## src/rtl/ahb_pbus_pkg.sv

```systemverilog
package ahb_pbus_pkg;

    typedef enum logic [1:0] {
        ST_IDLE   = 2'd0,
        ST_SETUP  = 2'd1,
        ST_ACCESS = 2'd2,
        ST_DONE   = 2'd3
    } brg_state_e;

    localparam logic [1:0] TR_IDLE   = 2'b00;
    localparam logic [1:0] TR_BUSY   = 2'b01;
    localparam logic [1:0] TR_NONSEQ = 2'b10;
    localparam logic [1:0] TR_SEQ    = 2'b11;

    localparam logic RESP_OKAY = 1'b0;

    function automatic logic is_active(input logic [1:0] tr);
        return (tr == TR_NONSEQ) || (tr == TR_SEQ);
    endfunction

endpackage

```

## src/rtl/ahb_pbus_decode.sv

```systemverilog
module ahb_pbus_decode
    import ahb_pbus_pkg::*;
(
    input  logic       hsel,
    input  logic [1:0] htrans,
    input  logic       hready,
    input  logic       can_take,
    output logic       accept
);

    always_comb begin
        accept = hsel && is_active(htrans) && hready && can_take;
    end

endmodule

```

## src/rtl/ahb_pbus_ctrl.sv

```systemverilog
module ahb_pbus_ctrl
    import ahb_pbus_pkg::*;
(
    input  logic       hclk,
    input  logic       hresetn,
    input  logic       accept,
    input  logic       pb_ready,
    output brg_state_e state_q,
    output logic       cap_wdata,
    output logic       cap_rdata
);

    typedef struct packed {
        brg_state_e state;
    } ctrl_t;

    ctrl_t c_d, c_q;

    always_comb begin
        c_d = c_q;
        unique case (c_q.state)
            ST_IDLE:   if (accept) c_d.state = ST_SETUP;
            ST_SETUP:  c_d.state = ST_ACCESS;
            ST_ACCESS: if (pb_ready) c_d.state = ST_DONE;
            ST_DONE:   c_d.state = accept ? ST_SETUP : ST_IDLE;
            default:   c_d.state = ST_IDLE;
        endcase
    end

    always_ff @(posedge hclk or negedge hresetn) begin
        if (!hresetn) begin
            c_q.state <= ST_IDLE;
        end else begin
            c_q <= c_d;
        end
    end

    assign state_q   = c_q.state;
    assign cap_wdata = (c_q.state == ST_SETUP);
    assign cap_rdata = (c_q.state == ST_ACCESS) && pb_ready;

endmodule

```

## src/rtl/ahb_pbus_regs.sv

```systemverilog
module ahb_pbus_regs #(
    parameter int ADDR_W = 32,
    parameter int DATA_W = 32
) (
    input  logic              hclk,
    input  logic              hresetn,
    input  logic              cap_addr,
    input  logic [ADDR_W-1:0] haddr,
    input  logic              hwrite,
    input  logic              cap_wdata,
    input  logic [DATA_W-1:0] hwdata,
    input  logic              cap_rdata,
    input  logic [DATA_W-1:0] pb_rdata,
    output logic [ADDR_W-1:0] addr_q,
    output logic              wr_q,
    output logic [DATA_W-1:0] wdata_q,
    output logic [DATA_W-1:0] rdata_q
);

    typedef struct packed {
        logic [ADDR_W-1:0] addr;
        logic              wr;
        logic [DATA_W-1:0] wdata;
        logic [DATA_W-1:0] rdata;
    } regs_t;

    regs_t r_d, r_q;

    always_comb begin
        r_d = r_q;
        if (cap_addr) begin
            r_d.addr = haddr;
            r_d.wr   = hwrite;
        end
        if (cap_wdata && r_q.wr) begin
            r_d.wdata = hwdata;
        end
        if (cap_rdata && !r_q.wr) begin
            r_d.rdata = pb_rdata;
        end
    end

    always_ff @(posedge hclk or negedge hresetn) begin
        if (!hresetn) begin
            r_q <= '0;
        end else begin
            r_q <= r_d;
        end
    end

    assign addr_q  = r_q.addr;
    assign wr_q    = r_q.wr;
    assign wdata_q = r_q.wdata;
    assign rdata_q = r_q.rdata;

endmodule

```

## src/rtl/ahb_pbus_bridge.sv

```systemverilog
module ahb_pbus_bridge
    import ahb_pbus_pkg::*;
#(
    parameter int ADDR_W = 32,
    parameter int DATA_W = 32
) (
    input  logic              hclk,
    input  logic              hresetn,
    input  logic              hsel,
    input  logic [1:0]        htrans,
    input  logic              hwrite,
    input  logic [ADDR_W-1:0] haddr,
    input  logic [DATA_W-1:0] hwdata,
    input  logic              hready,
    output logic              hreadyout,
    output logic              hresp,
    output logic [DATA_W-1:0] hrdata,
    output logic              pb_sel,
    output logic              pb_en,
    output logic              pb_wr,
    output logic [ADDR_W-1:0] pb_addr,
    output logic [DATA_W-1:0] pb_wdata,
    input  logic              pb_ready,
    input  logic [DATA_W-1:0] pb_rdata
);

    brg_state_e        state_q;
    logic              can_take;
    logic              accept;
    logic              cap_wdata;
    logic              cap_rdata;
    logic [ADDR_W-1:0] addr_q;
    logic              wr_q;
    logic [DATA_W-1:0] wdata_q;
    logic [DATA_W-1:0] rdata_q;

    assign can_take = (state_q == ST_IDLE) || (state_q == ST_DONE);

    ahb_pbus_decode u_decode (
        .hsel     (hsel),
        .htrans   (htrans),
        .hready   (hready),
        .can_take (can_take),
        .accept   (accept)
    );

    ahb_pbus_ctrl u_ctrl (
        .hclk      (hclk),
        .hresetn   (hresetn),
        .accept    (accept),
        .pb_ready  (pb_ready),
        .state_q   (state_q),
        .cap_wdata (cap_wdata),
        .cap_rdata (cap_rdata)
    );

    ahb_pbus_regs #(
        .ADDR_W (ADDR_W),
        .DATA_W (DATA_W)
    ) u_regs (
        .hclk      (hclk),
        .hresetn   (hresetn),
        .cap_addr  (accept),
        .haddr     (haddr),
        .hwrite    (hwrite),
        .cap_wdata (cap_wdata),
        .hwdata    (hwdata),
        .cap_rdata (cap_rdata),
        .pb_rdata  (pb_rdata),
        .addr_q    (addr_q),
        .wr_q      (wr_q),
        .wdata_q   (wdata_q),
        .rdata_q   (rdata_q)
    );

    always_comb begin
        hreadyout = can_take;
        hresp     = RESP_OKAY;
        hrdata    = rdata_q;
        pb_sel    = (state_q == ST_SETUP) || (state_q == ST_ACCESS);
        pb_en     = (state_q == ST_ACCESS);
        pb_wr     = wr_q;
        pb_addr   = addr_q;
        pb_wdata  = (state_q == ST_SETUP) ? hwdata : wdata_q;
    end

endmodule

```

## config.mk

```make
export PLATFORM = sky130hd
export DESIGN_NAME = ahb_pbus_bridge
export DESIGN_NICKNAME = d
export VERILOG_FILES = /design/src/rtl/ahb_pbus_pkg.sv /design/src/rtl/ahb_pbus_decode.sv /design/src/rtl/ahb_pbus_ctrl.sv /design/src/rtl/ahb_pbus_regs.sv /design/src/rtl/ahb_pbus_bridge.sv
export SDC_FILE = /design/constraint.sdc
export NUM_CORES = 1
export LEC_CHECK = 0
export BUFFER_PORTS_ARGS = -buffer_cell sky130_fd_sc_hd__clkbuf_2
export CAP_MARGIN = 25
export CORE_MARGIN = 5
export CORE_UTILIZATION = 45
export CTS_CLUSTER_SIZE = 12
export DETAILED_ROUTE_END_ITERATION = 8
export GPL_TIMING_DRIVEN = 0
export PLACE_DENSITY_LB_ADDON = 0.12
export SYNTH_ARGS = -nofsm -noshare
export SYNTH_HDL_FRONTEND = slang
export SYNTH_HIERARCHICAL = 1
export SYNTH_SLANG_ARGS = --single-unit
```

## constraint.sdc

```tcl
create_clock -name hclk -period 2.6 [get_ports hclk]
set_input_delay 0.78 -clock hclk [delete_from_list [all_inputs] [get_ports hclk]]
set_output_delay 0.78 -clock hclk [all_outputs]
set_load 0.02 [all_outputs]
```

==> impl_metrics.ini <==
[run_status]
status = finished, final reports clean

[synth]
ys_seq_elements = 99
synth_xor_area_share_pct = 0
synth_top_area_share_pct = 55.6
synthCells = 269
synthMuxAreaShare_pct = 36.2
yosys.area.top_type = dfrtp_1
synth_top_family_by_area = multiplexers
ys_types = 21
yosys.area_share.adder_pct = 1.97
synth_compound_area_share_pct = 0.478
yosys_warnings = 6
synth_simple_gate_area_share_pct = 1.41
yosysSeqAreaShare_pct = 55.6
synthTopCellsByArea = dfrtp_1 56%, mux2_2 23%, mux2_4 13%
syn_avg_cell_area_um2 = 16.5
synth_nets = 380
syn-cell-area_um2 = 4450

[layout]
final_common_cell = clkbuf_2
drive_gt1_share_pct = 76.1
final_nets = 599
layout_common_cells = 199 x clkbuf_2, 97 x dfrtp_1, 91 x mux2_2
areaGrowthSynthToFinish_pct = 33.1
final_util_pct = 60.9
diodes = 0

[timing]
min_period_ns = 2.52
setup_violations = 0
final.setup.tns_ns = 0
max_freq_ghz = 0.397
hold_violations = 0
hold_slack_ns = 0.434
max_slew_margin_pct = 59.5
fin_crit_sh_pct = 96.9
drv_slew = 0
worstMarginPinSlew_ns = 0.608
finalWorstSetupSlack_ns = 0.0796
clock_skew_ns = 0.0105

[global_routing]
grtUsageTotal_pct = 15.5
grt_pass1_wl_um = 14600
grt_max_degree = 59
antenna_found_initial = 0
grt_overflow_total = 0
grt_pass1_vias = 3051

[routing]
via_per_inst = 4.64
first_pass_iters = 4
wl_per_cell_um = 15.0
wl_um = 9390
drt_iter0_drc = 85
drc_errors = 0
vias = 2906
final_antenna_net_count = 0

[place]
port-buffer-count = 202
place_worst_setup_slack_ns = 0.357
dpl.hpwl_um = 7420
place_congestion = 0.728

[cts]
cts_buffer_depth = 2
insertion_delay_ns = 0.36
cts_sinks = 99
cts_tree = built
htreeDepth = 3
root_buffer = clkbuf_8
path_clk_slew_ns = 0.10
cts_buffers = 9

[worst_setup_path]
worstPathArrival_ns = 1.74
cp_slowest_stage_delay_ns = 0.42
crit_type = flop to primary output
start_kind = flop
r2r-start = u_ctrl/state_q[1]
crit_chain = ha_1 -> buf_6 -> clkbuf_16 -> mux2_4 -> buf_2
end_kind = primary output
crit_path_max_fanout = 6
required_ns = 1.82
cp-startpoint = u_ctrl/state_q[0]
cp_slowest_cell = dfrtp_2

[die]
die_area_um2 = 12000
io_pins = 205
num_rows = 36
die_x_um = 109
coreArea_um2 = 9730
die_h_um = 109
start_util_pct = 45.8

[worst_hold_path]
holdCritPathClass = input pin to async pin

[power_and_ir_drop]
ir_drop_mv = 0.641
power.density_nw_per_um2 = 1380
cellLeakagePower_uw = 0.00301
total_power_uw = 8190

[flow_run]
max-cap-violations = 0
==> logic make-up after synthesis <==
family                   after synthesis
multiplexers                         130
flip-flops                            99
buffers and inverters                 21
AND/OR/NAND/NOR                        8
adder cells (fa/ha/maj)                7
AO/OA/AOI/OAI                          3
other                                  1
==> timing repair <==
item,CTS,global route
endpoints found under the setup margin,30,30
setup buffers,1,3
gates cloned,0,1
gates resized for setup,2,2
hold buffers,0,0
==> routing by layer <==
| layer | vias up | track usage (%) | wire, µm |
|---|---|---|---|
| li1 | 1377 | - | - |
| met1 | 1394 | 18.8 | 3650 |
| met2 | 126 | 25.7 | 4670 |
| met3 | 9 | 5.34 | 975 |
| met4 | 0 | 5.88 | 97 |
| met5 | - | 0 | 0 |
==> registers in the layout, indices dropped and copies added (netlist names) <==
signal and count:
u_regs/addr_q 32, u_ctrl/state_q 2, u_regs/wr_q 1, u_regs/wdata_q 32
u_regs/rdata_q 32
==> path summary, 6_finish.rpt <==
| kind | endpoint | slack (ns) | cells past startpoint |
|---|---|---|---|
| setup / recovery | pb_wdata[3] | 0.08 | 5 |
| hold / removal | u_regs/wdata_q[20] | 0.43 | 1 |
| setup reg to reg | u_regs/addr_q[1] | 0.39 | 7 |
| hold reg to reg | u_regs/wdata_q[4] | 0.51 | 1 |
| max in group asynchronous | u_regs/addr_q[20] | 1.47 | 2 |
| min in group hclk | u_regs/wdata_q[4] | 0.51 | 1 |
==> Yosys cell counts (all sizes together) <==
cell type and number:
and2 1, dfrtp 99, nand2 2, ha 7
a31o 1, inv 5, nand2b 2, and4 1
o31ai 1, mux2 130, a21oi 1, nor2b 1
conb 1, buf 16, nor2 1
==> final cells by class <==
| type | count | area [µm²] |
|---|---|---|
| Sequential cell | 99 | 2480 |
| Timing Repair Buffer | 208 | 1100 |
| Tap cell | 133 | 166 |
| Fill cell | 833 | 3800 |
| Clock buffer | 9 | 124 |
| Clock inverter | 7 | 83.8 |
| Buffer | 16 | 170 |
| Multi-Input combinational cell | 149 | 1790 |
| Inverter | 5 | 18.8 |
==> through the flow <==
stage | instances | area (µm²)
floorplan | 269 | 4450
global placement | 604 | 5630
detailed placement | 605 | 5660
CTS | 622 | 5880
global route | 626 | 5920
finish | 626 | 5920
==> worst max-delay path: cells and delay by family (launching register included) <==
kind,cells,cell delay (ns)
flops,1,0.42
buf+inv,3,0.47
mux,1,0.29
fa+ha+maj,1,0.21
==> report_power, final <==
part | switching [µW] | total, µW | internal [µW]
clock network | 551 | 1010 | 461
logic | 2260 | 4450 | 2180
registers | 398 | 2730 | 2330
total | 3210 | 8190 | 4980
No activity file was read; power rests on OpenSTA's default activity.
